**src/rtl/cot_pkg.sv**
```systemverilog
package cot_pkg;

  // Sequencer phases: both off, dead before high side, high side on,
  // dead after high side, low side on.
  typedef enum logic [2:0] {
    ST_IDLE  = 3'd0,
    ST_LEAD  = 3'd1,
    ST_ON    = 3'd2,
    ST_TRAIL = 3'd3,
    ST_LOW   = 3'd4
  } cot_state_e;

endpackage

```
**src/rtl/cot_oneshot.sv**
```systemverilog
// Loadable down-counter; done while the count is zero.
module cot_oneshot #(
  parameter int unsigned W = 8
) (
  input  logic         clk,
  input  logic         rst_n,
  input  logic         load_i,
  input  logic [W-1:0] val_i,
  output logic         done_o
);

  logic [W-1:0] cnt_q;
  logic [W-1:0] cnt_d;
  logic         cnt_en;

  always_comb begin
    cnt_en = load_i || (cnt_q != '0);
    cnt_d  = load_i ? val_i : (cnt_q - 1'b1);
  end

  always_ff @(posedge clk or negedge rst_n) begin
    if (!rst_n) begin
      cnt_q <= '0;
    end else if (cnt_en) begin
      cnt_q <= cnt_d;
    end
  end

  assign done_o = (cnt_q == '0);

endmodule

```
**src/rtl/cot_gate_seq.sv**
```systemverilog
// Phase sequencer: trigger, dead intervals, mode-dependent low-side end.
module cot_gate_seq
  import cot_pkg::*;
#(
  parameter int unsigned TON_W   = 10,
  parameter int unsigned TON_MIN = 11,
  parameter int unsigned DEAD    = 2
) (
  input  logic             clk,
  input  logic             rst_n,
  input  logic             req_i,
  input  logic             off_done_i,
  input  logic             on_done_i,
  input  logic             zc_i,
  input  logic             force_pwm_i,
  input  logic             gate_off_i,
  input  logic [TON_W-1:0] ton_i,
  output cot_state_e       state_o,
  output logic             on_load_o,
  output logic [TON_W-1:0] on_val_o,
  output logic             off_load_o
);

  localparam int unsigned     DW        = (DEAD > 1) ? $clog2(DEAD) : 1;
  localparam logic [DW-1:0]    DEAD_LD   = DW'(DEAD - 1);
  localparam logic [TON_W-1:0] TON_MIN_C = TON_W'(TON_MIN);

  cot_state_e       st_q, st_d;
  logic [DW-1:0]    dcnt_q, dcnt_d;
  logic [TON_W-1:0] ton_q, ton_d;
  logic [TON_W-1:0] ton_eff;
  logic             fire;

  assign ton_eff = (ton_i < TON_MIN_C) ? TON_MIN_C : ton_i;
  assign fire    = req_i && off_done_i;

  always_comb begin
    st_d       = st_q;
    dcnt_d     = dcnt_q;
    ton_d      = ton_q;
    on_load_o  = 1'b0;
    off_load_o = 1'b0;
    if (gate_off_i) begin
      st_d       = ST_IDLE;
      dcnt_d     = '0;
      off_load_o = 1'b1;
    end else begin
      case (st_q)
        ST_IDLE, ST_LOW: begin
          if (fire) begin
            st_d   = ST_LEAD;
            dcnt_d = DEAD_LD;
            ton_d  = ton_eff;
          end else if ((st_q == ST_LOW) && !force_pwm_i && zc_i) begin
            st_d = ST_IDLE;
          end
        end
        ST_LEAD: begin
          if (dcnt_q == '0) begin
            st_d      = ST_ON;
            on_load_o = 1'b1;
          end else begin
            dcnt_d = dcnt_q - 1'b1;
          end
        end
        ST_ON: begin
          if (on_done_i) begin
            st_d       = ST_TRAIL;
            dcnt_d     = DEAD_LD;
            off_load_o = 1'b1;
          end
        end
        ST_TRAIL: begin
          if (dcnt_q == '0) begin
            st_d = ST_LOW;
          end else begin
            dcnt_d = dcnt_q - 1'b1;
          end
        end
        default: st_d = ST_IDLE;
      endcase
    end
  end

  always_ff @(posedge clk or negedge rst_n) begin
    if (!rst_n) begin
      st_q   <= ST_IDLE;
      dcnt_q <= '0;
      ton_q  <= TON_MIN_C;
    end else begin
      st_q   <= st_d;
      dcnt_q <= dcnt_d;
      if (fire) begin
        ton_q <= ton_d;
      end
    end
  end

  assign state_o  = st_q;
  assign on_val_o = ton_q - 1'b1;

endmodule

```
**src/rtl/cot_pulse_ctrl.sv**
```systemverilog
module cot_pulse_ctrl
  import cot_pkg::*;
#(
  parameter int unsigned TON_W    = 10,
  parameter int unsigned TON_MIN  = 11,
  parameter int unsigned TOFF_MIN = 45,
  parameter int unsigned DEAD     = 2
) (
  input  logic             clk,
  input  logic             rst_n,
  input  logic             cmp_hi_i,
  input  logic             ilim_i,
  input  logic             zcross_i,
  input  logic             force_pwm_i,
  input  logic [TON_W-1:0] ton_cyc_i,
  input  logic             gate_off_i,
  input  logic             ls_force_i,
  output logic             hs_o,
  output logic             ls_o
);

  localparam int unsigned     OFF_W   = $clog2(TOFF_MIN + 1);
  localparam logic [OFF_W-1:0] OFF_LD = OFF_W'(TOFF_MIN - 1);

  cot_state_e       state;
  logic             on_load, off_load, on_done, off_done;
  logic [TON_W-1:0] on_val;

  cot_gate_seq #(
    .TON_W  (TON_W),
    .TON_MIN(TON_MIN),
    .DEAD   (DEAD)
  ) u_seq (
    .clk        (clk),
    .rst_n      (rst_n),
    .req_i      (cmp_hi_i && !ilim_i),
    .off_done_i (off_done),
    .on_done_i  (on_done),
    .zc_i       (zcross_i),
    .force_pwm_i(force_pwm_i),
    .gate_off_i (gate_off_i),
    .ton_i      (ton_cyc_i),
    .state_o    (state),
    .on_load_o  (on_load),
    .on_val_o   (on_val),
    .off_load_o (off_load)
  );

  cot_oneshot #(.W(TON_W)) u_on_timer (
    .clk   (clk),
    .rst_n (rst_n),
    .load_i(on_load),
    .val_i (on_val),
    .done_o(on_done)
  );

  cot_oneshot #(.W(OFF_W)) u_off_timer (
    .clk   (clk),
    .rst_n (rst_n),
    .load_i(off_load),
    .val_i (OFF_LD),
    .done_o(off_done)
  );

  assign hs_o = !gate_off_i && (state == ST_ON);
  assign ls_o = gate_off_i ? ls_force_i : (state == ST_LOW);

endmodule

```
**config.mk**
```make
export PLATFORM = sky130hd
export DESIGN_NAME = cot_pulse_ctrl
export DESIGN_NICKNAME = d
export VERILOG_FILES = /design/src/rtl/cot_pkg.sv /design/src/rtl/cot_oneshot.sv /design/src/rtl/cot_gate_seq.sv /design/src/rtl/cot_pulse_ctrl.sv
export SDC_FILE = /design/constraint.sdc
export NUM_CORES = 1
export LEC_CHECK = 0
export BUFFER_PORTS_ARGS = -buffer_cell sky130_fd_sc_hd__buf_2
export CAP_MARGIN = 20
export CORE_MARGIN = 2
export CORE_UTILIZATION = 48
export CTS_CLUSTER_DIAMETER = 50
export CTS_CLUSTER_SIZE = 16
export DETAILED_ROUTE_END_ITERATION = 7
export GPL_TIMING_DRIVEN = 0
export PLACE_DENSITY = 0.67
export REMOVE_ABC_BUFFERS = 1
export SLEW_MARGIN = 10
export SYNTH_ARGS = -nofsm -noshare
export SYNTH_HDL_FRONTEND = slang
export SYNTH_SLANG_ARGS = --single-unit
```
**constraint.sdc**
```tcl
create_clock -name clk -period 3 [get_ports clk]
set_input_delay 0.3 -clock clk [delete_from_list [all_inputs] [get_ports clk]]
set_output_delay 0.3 -clock clk [all_outputs]
set_load 0.1 [all_outputs]
```
* Yosys cells after proc, flatten, opt, wreduce, memory -nomap -nowiden *
Cells that the tools add are included.

operators by class
  add/sub/neg operators = 4
  multipliers = 0
  div/mod/pow operators = 0
  magnitude comparators = 1
  eq/ne operators = 9
  shift operators = 0
  multiplexer cells = 22
  bitwise logic cells = 1
  reductions and logical operators = 21

operators with widths
  operator               count
  $mux 10                2
  $sub 10x1->10 const B  2
  $mux 3                 6
  $pmux 3 s4             1
  $mux 1                 11
  $logic_not 10->1       1
  $lt 10x4->1 const B    1
  $reduce_bool 10->1     1
  $ne 3x3->1 const B     3
  $eq 3x2->1 const B     2
  $logic_not 6->1        1
  $mux 6                 1
  $reduce_and 3->1       2
  $reduce_bool 6->1      1
  $sub 6x1->6 const B    1
  $logic_and 1x1->1      5
  $ne 4x2->1 const B     1
  $reduce_and 4->1       1
  $reduce_bool 4->1      1
  $reduce_or 2->1        2
  $eq 3x1->1 const B     1
  $eq 3x3->1 const B     1
  $logic_not 1->1        3
  $logic_not 3->1        1
  other kinds (5)        6

storage, ports and cells
  flip-flop bits (word level) = 30
  bits in latches = 0
  bits in writable memories = 0
  ROM bits = 0
  bits of input ports = 18
  output and inout port bits = 2
  logic and storage cells = 63
  memories kept = 0

* Longest topological paths before layout *
Gate-level depths: netlist of the first run.

  depth in word-level cells = 7
  gate-level depth with buffers = 9
  mapped depth without buffers = 8

* By module *
Synthesis of the first run repeated with hierarchy kept, for this count alone.

second synthesis, totals
  cell total of the unflattened synthesis = 193
  area total of the unflattened synthesis = 1,903.1 sq um

modules (own cells, without submodules)
  module                      times used  cells each  area each (sq um)  sequential area each (sq um)
  cot_gate_seq                1           83          877.1              354.1
  cot_oneshot at u_on_timer   1           63          579.3              250.2
  cot_oneshot at u_off_timer  1           40          400.4              150.1
  cot_pulse_ctrl              1           7           46.3               0.0

* Least setup slack after synthesis of the first run *
OpenSTA, ideal clock, no wires.

  path type = register to register
  from = register u_seq.st_q[1], in the netlist u_seq.state_o[1]
  to = register u_seq.dcnt_q
  setup time = 0.123 ns
  data arrival time = 3.451 ns
  data required time = 2.877 ns
  setup slack = -0.574 ns
  cell stages (with the launch flop) = 6
  buffers on the path = 1
  period minus slack after synthesis = 3.574 ns
  cell sequence = dfrtp_1 > clkbuf_1 > nand2b_1 > nor3_1 > a221oi_1 > o221a_2

between the ends
  longest elaborated chain between the ends = 4
  elaborated cells between the ends (all ways) = 13
  classes of those cells = 6 x eq/ne; 2 x mux; 5 x reduce/logical

ends and longest elaborated chain
  element                                               RTL line            RTL
  start, declared                                       cot_gate_seq.sv:28  cot_state_e st_q, st_d;
  start signal, assigned                                cot_gate_seq.sv:91  st_q <= st_d;
  $eq 3x3->1, or another cell as far along              cot_gate_seq.sv:48  case (st_q)
  $reduce_or 2->1 (on tied branches)                    -
  $ne 3x2->1 (no line), or another cell as far along    -
  $reduce_and 3->1 (no line) or $mux 1 (tied branches)  -
  end signal, assigned                                  cot_gate_seq.sv:92  dcnt_q <= dcnt_d;
  end, declared                                         cot_gate_seq.sv:29  logic [DW-1:0] dcnt_q, dcnt_d;

Parallel ways exist; a longest one is shown, timed or not.
A chain may end at the register's enable or synchronous reset.

* Worst setup path in the final report of the first run *
  from = register u_seq.st_q[2], in the netlist u_seq.state_o[2]
  to = register u_on_timer.cnt_q[6]

between the ends
  longest elaborated chain between the ends = 4
  elaborated cells between the ends (all ways) = 5
  classes of those cells = 1 x eq/ne; 3 x mux; 1 x reduce/logical

ends and longest elaborated chain
  element                                      RTL line                              RTL
  $eq 3x1->1 *                                 cot_gate_seq.sv:48
  $mux 1 *                                     cot_gate_seq.sv:48
  $mux 1 *                                     cot_gate_seq.sv:43                    if (gate_off_i) begin
  $mux 10 or $logic_or 1x1->1 (tied branches)  cot_oneshot.sv:18, cot_oneshot.sv:17
  end signal, assigned                         cot_oneshot.sv:25                     cnt_q <= cnt_d;
  end, declared                                cot_oneshot.sv:12                     logic [W-1:0] cnt_q;

Mark *: on every way between the ends. The rest lies on a longest branch, timed or not.

==> results of run 1 <==
sequential cells by signal (all words and copies together), names as in the netlist:
| register | cells |
|---|---|
| u_on_timer.cnt_q | 10 |
| u_off_timer.cnt_q | 6 |
| u_seq.state_o | 3 |
| u_seq.dcnt_q | 1 |
| u_seq.ton_q | 10 |
metrics by stage:
step | cells | worst slack, ps | instance area (sq um) | utilization [%] | setup TNS, ps
after floorplan | 181 | -659 | 1760 | - | -1400
after global placement | 248 | 200 | 1910 | 52.7 | 0
after detailed placement | 248 | 118 | 1910 | 52.7 | 0
after CTS | 256 | 92.1 | 2000 | 55.2 | 0
after global routing | 256 | 20.0 | 2010 | 55.3 | 0
final | 256 | 185 | 2010 | 55.3 | 0
layout by cell type (no fill, tap or decap), drive strengths merged, types with 3 or more instances in the layout:
cell type	instances
a211o	3
a21oi	4
a31oi	5
buf	19
clkbuf	7
dfrtp	27
dfstp	3
ha	3
inv	9
mux2	6
mux2i	4
nand2	18
nand2b	3
nand3	7
nand4	3
nor2	14
nor2b	4
nor3	8
nor4	5
o211ai	9
o21ai	12
or4	3
xnor2	6
metal layers:
layer / track usage, % / share of wire [%] / up-vias
met4: 7.55 / 1.9 / 0
met2: 32.5 / 49 / 47
met1: 26.6 / 44 / 754
li1: - / - / 746
met3: 4.69 / 4.9 / 8
met5: 0 / 0 / -
synthesized netlist by cell type (all sizes together) (3+ instances only):
library cell	number
dfstp	3
a31oi	5
nor2	14
o21ai	12
or4	3
buf	3
a21oi	4
dfrtp	27
ha	3
nand3	7
mux2i	4
inv	9
xnor2	6
nor3	8
nor4	5
nand4	3
o211ai	9
nor2b	4
clkbuf	3
nand2	18
nand2b	3
a211o	3
mux2	6
where the power goes:
| part | switching (uW) | total [uW] | internal (uW) |
|---|---|---|---|
| Sequential | 88.2 | 568 | 480 |
| Clock | 140 | 324 | 184 |
| Combinational | 167 | 318 | 151 |
| Total | 395 | 1210 | 816 |
kinds of logic after synthesis:
family | share of synthesized area (%)
flip-flops | 42.1
adder cells (fa/ha/maj) | 2.10
XOR/XNOR | 2.93
AND/OR/NAND/NOR | 24.0
multiplexers | 6.01
AO/OA/AOI/OAI | 19.1
buffers and inverters | 3.70
worst max-delay path by stage:
| stage | end | from | cells past startpoint | slack, ps |
|---|---|---|---|---|
| after floorplan | u_seq.dcnt_q$_DFFE_PN0P_ | u_seq.state_o[1]$_DFFE_PN0P_ | 4 | -660 |
| final | u_on_timer.cnt_q[6]$_DFFE_PN0P_ | u_seq.state_o[2]$_DFFE_PN0P_ | 8 | 190 |
| after CTS | u_on_timer.cnt_q[6]$_DFFE_PN0P_ | u_seq.state_o[2]$_DFFE_PN0P_ | 8 | 90 |
| after detailed placement | u_on_timer.cnt_q[6]$_DFFE_PN0P_ | u_seq.state_o[2]$_DFFE_PN0P_ | 8 | 120 |
| after global routing | u_on_timer.cnt_q[6]$_DFFE_PN0P_ | u_seq.state_o[2]$_DFFE_PN0P_ | 8 | 20 |
| after global placement | u_on_timer.cnt_q[6]$_DFFE_PN0P_ | u_seq.state_o[2]$_DFFE_PN0P_ | 8 | 200 |
cell type report:
cell class / instances / area (sq um) / share of cell area, %
Clock inverter: 1 / 5.00 / 0.249
Tap cell: 48 / 60.1 / 2.99
Multi-Input combinational cell: 142 / 975 / 48.5
Clock buffer: 7 / 86.3 / 4.30
Inverter: 9 / 33.8 / 1.68
Timing Repair Buffer: 19 / 95.1 / 4.73
Sequential cell: 30 / 754 / 37.5
what timing repair did:
action                                  in CTS  in global routing
endpoints found under the setup margin       0                  1
setup buffers                                0                  0
resized for setup                            0                  1
hold endpoints to repair                     0                  0
==> reports/results.ini, run 1 <==
[cts]
ctsHtreeMaxLevel=2
cts_buffer_depth=2
cts_tree=yes
path_clk_slew_ps=60
cts.sink_count=30
clock_latency_ps=270
cts_hold_buf=0
cts_buffers=5
root_buffer=clkbuf_8

[worst_setup_path]
slowest_delay_ps=690
critical_path_buf_inv_count=0
worstSetupEndpointType=flop
crit_type=flop to flop
path_delay_family=simple AND/OR/NAND/NOR gates
r2r_slack_ps=190
path_max_fanout=12
crit_path_cell_trace=or4b_4, nor2_4, mux2i_1, ha_1, nand2b_1, or4_1, nand3_1, a31oi_1
critPathSlowestCell=or4b_4
worstPathArrival_ps=2960
r2r-start=u_seq.state_o[2]$_DFFE_PN0P_
r2r_cells=8
r2r-end=u_on_timer.cnt_q[6]$_DFFE_PN0P_
worstPathRequired_ps=3140
worstSetupStartpointType=flop

[run]
cap_viol_max_count=0

[yosys]
syn_avg_cell_area_sq_um=9.57
async_flop_share_pct=100
synth_warnings=0
ys.flop_type=dfrtp_1
synth-edff-count=0
synth.distinct_cells=47
syn_inst=187
yosysTopAreaCell=dfrtp_1
seq_area_frac_synth_pct=42.1
synth_area_sq_um=1790
netlist_top_cells_area=dfrtp_1 38%, dfstp_2 4.4%, nand2_1 3.8%
synth_top_area_share_pct=37.7
ys_ff_latch=30

[floorplanning]
coreArea_sq_um=3630
rows=22
start_util_pct=49.3
die_w_um=65.1
io-pin-count=20
dieArea_sq_um=4230
die_h_um=65.1

[routing]
viasPerCell=6.07
drcViolationCount=0
vias=1555
first_iter_violations=65
wl_per_cell_um=14.5
antenna_left=0
drtPass1Iterations=4
wl_um=3700

[grt]
grt_pass1_vias=1456
grt-ovfl-total=0
grt_antenna_before_repair=0
grt_max_degree=31
grt_usage_pct=20.2
grt_pass1_wl_um=6580

[pwr]
power.density_nw_per_um2=603
power.total_uw=1210
ir_drop_mv=0.355
leakage_uw=0.000823

[cells_and_area]
layout.nets=228
syn2layout_area_growth_pct=12.2
n_antenna_cell=0
drive_gt1_share_pct=20.7
fillers=347

[min_path]
min_path_type=input port to asynchronous set/reset pin

[placement]
dpl.hpwl_um=2780
port_buffers=19
finalWeightedCongestion=0.890

[sta]
slew_violations=0
skew_ps=0.956
timing.final.crit_share_pct=93.8
hold_violations=0
tightest_slew_ps=656
setup_viol=0
fmax_mhz=355
period_needed_ps=2810
rsz0062_at_grt=false
timing.slew.headroom_pct=56.1
whs_ps=49.0

[run_status]
status=finished clean

(Power assumes the default switching activity.)
==> run 2, diff against run 1 <==
Settings changed: CORE_UTILIZATION 48 to 55, PLACE_DENSITY 0.67 to 0.76.
==> run 2 against run 1 <==
- the run now ends with hold timing left
- hold slack got worse by 58 ps
- non-clock buffer count unchanged
- die area decreased by 12%
- routed wire length increased by 1.3%
- global-route usage increased by 3.9 points
- flip-flop and latch count unchanged
- critical path type unchanged
- largest cell class unchanged
==> reports/results.ini, run 2 (synthesis results as in run 1) <==
[run_status]
status=complete, but fails checks
violations=hold timing

[sta]
rsz0062_at_grt=false
period_needed_ps=2770
tightest_slew_ps=656
setup_slack_ps=229
whs_ps=-9.07
setup_viol=0
skew_ps=9.44
hold_violations=8
fin_setup_tns_ps=0
fmax_mhz=361
timing.slew.headroom_pct=55.8
timing.final.crit_share_pct=92.4
slew_violations=0

[routing]
wl_per_cell_um=14.9
vias=1550
viasPerCell=6.15
antenna_left=0
drtPass1Iterations=4
wl_um=3750
drcViolationCount=0
first_iter_violations=97

[cts]
cts.sink_count=30
root_buffer=clkbuf_4
ctsHtreeMaxLevel=2
cts_buffers=5
cts_buffer_depth=2
post-cts-setup-buffers=0
cts_tree=yes
path_clk_slew_ps=90
clock_latency_ps=330

[cells_and_area]
n_antenna_cell=0
layout.nets=228
fillers=247
final_common_cell=dfrtp_1
top_regs=u_on_timer.cnt_q x10, u_seq.ton_q x10, u_off_timer.cnt_q x6
syn2layout_area_growth_pct=10.3
drive_gt1_share_pct=21.2
final_cell_mix=26 x dfrtp_1, 19 x buf_2, 18 x nand2_1

[pwr]
power.total_uw=1140
ir_drop_mv=0.342
power.density_nw_per_um2=575
leakage_uw=0.000809

[floorplanning]
io-pin-count=20
die_w_um=61.1
coreArea_sq_um=3080
rows=20
die_h_um=61.1
dieArea_sq_um=3730
start_util_pct=58.2

[worst_setup_path]
r2r_cells=8
crit_type=flop to flop
path_delay_family=simple AND/OR/NAND/NOR gates
crit_cells=8
slowest_delay_ps=660
worstPathRequired_ps=3200
critical_path_buf_inv_count=0
critPathSlowestCell=or4b_4
crit_path_cell_trace=or4b_4, nor2_4, mux2i_1, ha_1, nand2b_1, or4_1, nand3_1, a31oi_1
startpoint=u_seq.state_o[2]$_DFFE_PN0P_
worstPathArrival_ps=2970
r2r-start=u_seq.state_o[2]$_DFFE_PN0P_
path_max_fanout=12
worstSetupEndpointType=flop
worstSetupStartpointType=flop

[run]
cap_viol_max_count=0

[grt]
grt_usage_pct=24.1
grt_max_degree=31
grt-ovfl-total=0
grt_pass1_vias=1505
grt_pass1_wl_um=6650
grt_antenna_before_repair=0

[placement]
dpl.hpwl_um=2790
finalWeightedCongestion=0.928
pre_cts_ws_ps=106
port_buffers=19

[min_path]
min_path_type=input port to asynchronous set/reset pin

-- run 2: cell types whose count changed in the layout (fill, tap and decap cells not counted) --
cell	delta
clkbuf_4	+5
dfrtp_2	+1
dfrtp_1	-1
clkbuf_8	-5
-- run 2: path summary, 6_finish.rpt --
| check | endpoint | slack (ps) |
|---|---|---|
| setup / recovery | u_on_timer.cnt_q[6]$_DFFE_PN0P_ | 230 |
| hold / removal | u_off_timer.cnt_q[4]$_DFFE_PN0P_ | -9 |
| setup reg to reg | u_on_timer.cnt_q[6]$_DFFE_PN0P_ | 230 |
| hold reg to reg | u_seq.ton_q[0]$_DFFE_PN1P_ | 510 |
| max in group asynchronous | u_seq.state_o[2]$_DFFE_PN0P_ | 2550 |
| min in group clk | u_seq.ton_q[2]$_DFFE_PN0P_ | 210 |
-- run 2: repair_timing --
action                                  in CTS  in global routing
endpoints found under the setup margin       0                  1
resized for setup                            0                  2
hold buffers                                 0                  0
-- run 2: metal layers --
metal	global-route usage, %	wire length (um)	vias up	part of all wire, %
met5	0	0	-	0
met4	8.07	43	0	1.1
met3	6.30	257	6	6.9
met2	39.7	1820	56	48
met1	31.0	1630	748	44
li1	-	-	740	-
-- run 2: per-stage QoR --
| step | utilization [%] | cell area [sq um] | instances |
|---|---|---|---|
| after detailed placement | 62.0 | 1910 | 244 |
| final | 64.1 | 1970 | 252 |
| after global routing | 64.1 | 1970 | 252 |
| after CTS | 63.9 | 1970 | 252 |
| after global placement | 62.0 | 1910 | 244 |
| after floorplan | - | 1760 | 181 |
-- run 2: final cells by class --
cell class	instances	area (sq um)	area share [%]
clock buffer	7	55.1	2.79
clock inverter	1	5.00	0.253
inverter	9	33.8	1.71
multi-input combinational	142	975	49.4
sequential	30	756	38.3
tap	44	55.1	2.79
timing repair buffer	19	95.1	4.82
-- run 2: power breakdown --
group / internal, uW / total [uW] / leakage (uW) / switching (uW)
sequential: 479 / 565 / 0.000372 / 85.7
clock: 113 / 247 / 0.0000353 / 134
combinational: 152 / 323 / 0.000402 / 171
total: 744 / 1130 / 0.000809 / 391
==> run 3, diff against run 2 <==
Settings changed: CORE_UTILIZATION 55 to 58, PLACE_DENSITY 0.76 to 0.79, SLEW_MARGIN 10 to 25.
==> run 3 against run 2 <==
- largest power group unchanged
- cell count shrank 4.4%
- count of clock-buffer cells in the layout is the same
- combinational power is essentially flat
- critical path depth is the same
- largest cell class unchanged
- the flow still finishes with violations (hold timing)
==> reports/results.ini, run 3 (synthesis results as in run 1) <==
[pwr]
power_frac_comb_pct=28.5
p_seq_share_pct=49.9
power.density_nw_per_um2=578
leakage_uw=0.000810
p_switching_uw=388
p_sw_share_pct=34.2
clockPowerShare_pct=21.6
p_int_uw=745
ir_drop_mv=0.273

[sta]
period_needed_ps=2770
timing.slew.headroom_pct=56.7
skew_ps=5.91
whs_ps=-16.5
hold_violations=8
tightest_slew_ps=649
rsz0062_at_grt=false
setup_viol=0
timing.final.crit_share_pct=92.4
slew_violations=0
fmax_mhz=361

[cts]
cts.sink_count=30
cts_tree=yes
post-cts-setup-buffers=0
cts_buffers=5
cts_buffer_depth=2
path_clk_slew_ps=90
root_buffer=clkbuf_4
ctsHtreeMaxLevel=2
clock_latency_ps=330

[floorplanning]
start_util_pct=59.6
io-pin-count=20
die_h_um=59.6
die_w_um=59.6
rows=20
dieArea_sq_um=3550
coreArea_sq_um=3000

[grt]
grt_antenna_before_repair=0
grt_usage_pct=25.0
grt_max_degree=31
grt_pass1_wl_um=6560
grt-ovfl-total=0
grt_pass1_vias=1523

[routing]
antenna_left=0
drtPass1Iterations=4
vias=1538
drcViolationCount=0
wl_per_cell_um=15.2
first_iter_violations=79
viasPerCell=6.38
wl_um=3660

[cells_and_area]
drive_gt1_share_pct=20.7
top_regs=u_on_timer.cnt_q x10, u_seq.ton_q x10, u_off_timer.cnt_q x6
final_cell_mix=27 x dfrtp_1, 19 x buf_2, 18 x nand2_1
syn2layout_area_growth_pct=9.43
layout.nets=228
fillers=253
final_common_cell=dfrtp_1
final_cell_area_sq_um=1960
n_antenna_cell=0

[placement]
finalWeightedCongestion=0.935
dpl.hpwl_um=2800
dpl-instance-area_sq_um=1890
port_buffers=19

[run]
cap_viol_max_count=0

[worst_setup_path]
worstPathRequired_ps=3200
crit_type=flop to flop
worstPathArrival_ps=2970
r2r_slack_ps=230
worstSetupStartpointType=flop
worstSetupEndpointType=flop
path_max_fanout=12

[min_path]
min_path_type=input port to asynchronous set/reset pin

[run_status]
violations=hold timing
status=complete, but fails checks

[run 3: changes by cell type in the layout (fill, tap and decap cells not counted)]
cell / previous run / this run
dfrtp_2: 1 / 0
dfrtp_1: 26 / 27
[run 3: per-stage QoR]
step                      TNS, ps  utilization (%)  setup slack (ps)  cells  power (uW)
after CTS                       0             65.1               150    241        1140
after global placement          0             63.1               205    233         866
after global routing            0             65.3              74.5    241        1210
final                           0             65.3               228    241        1130
after floorplan             -1400                -              -659    181         801
after detailed placement        0             63.1               182    233         891
[run 3: worst paths after layout]
path / startpoint / endpoint / depth (start not counted)
worst min register to register: u_seq.ton_q[1]$_DFFE_PN1P_ / u_seq.ton_q[1]$_DFFE_PN1P_ / 2
worst min-delay path: rst_n / u_off_timer.cnt_q[4]$_DFFE_PN0P_ / 1
max in group asynchronous: rst_n / u_on_timer.cnt_q[4]$_DFFE_PN0P_ / 1
min in group clk: ton_cyc_i[2] / u_seq.ton_q[2]$_DFFE_PN0P_ / 3
worst max-delay path: u_seq.state_o[2]$_DFFE_PN0P_ / u_on_timer.cnt_q[6]$_DFFE_PN0P_ / 8
worst max register to register: u_seq.state_o[2]$_DFFE_PN0P_ / u_on_timer.cnt_q[6]$_DFFE_PN0P_ / 8
[run 3: what timing repair did]
action                     4_1_cts  5_1_grt
hold buffers                     0        0
resized for setup                0        1
setup endpoints to repair        0        1
[run 3: area by class of cell]
| cell class | instances | area (sq um) | area share, % |
|---|---|---|---|
| clock inverters | 1 | 5.00 | 0.255 |
| clock buffers | 7 | 55.1 | 2.81 |
| repair buffers | 19 | 95.1 | 4.85 |
| multi-input cells | 142 | 975 | 49.7 |
| inverters | 9 | 33.8 | 1.72 |
| well taps | 33 | 41.3 | 2.11 |
| flip-flops and latches | 30 | 754 | 38.5 |
[run 3: critical path, cell delays in order (launching register included)]
cell	delay (ps)
dfrtp_1	520
or4b_4	690
nor2_4	240
mux2i_1	250
ha_1	260
nand2b_1	90
or4_1	390
nand3_1	110
a31oi_1	90
[run 3: routing by layer]
layer  wire, um  global-route usage, %
met1       1560                   30.7
met2       1830                   42.4
met3        208                   4.80
met4         57                   11.1
met5          0                      0
[run 3: power groups by stage]
stage                     Clock (uW)  Sequential, uW  Combinational, uW
final                            245             565                322
after detailed placement           0             570                321
after floorplan                    0             551                250
after CTS                        253             564                323
after global placement             0             567                298
after global routing             267             576                370
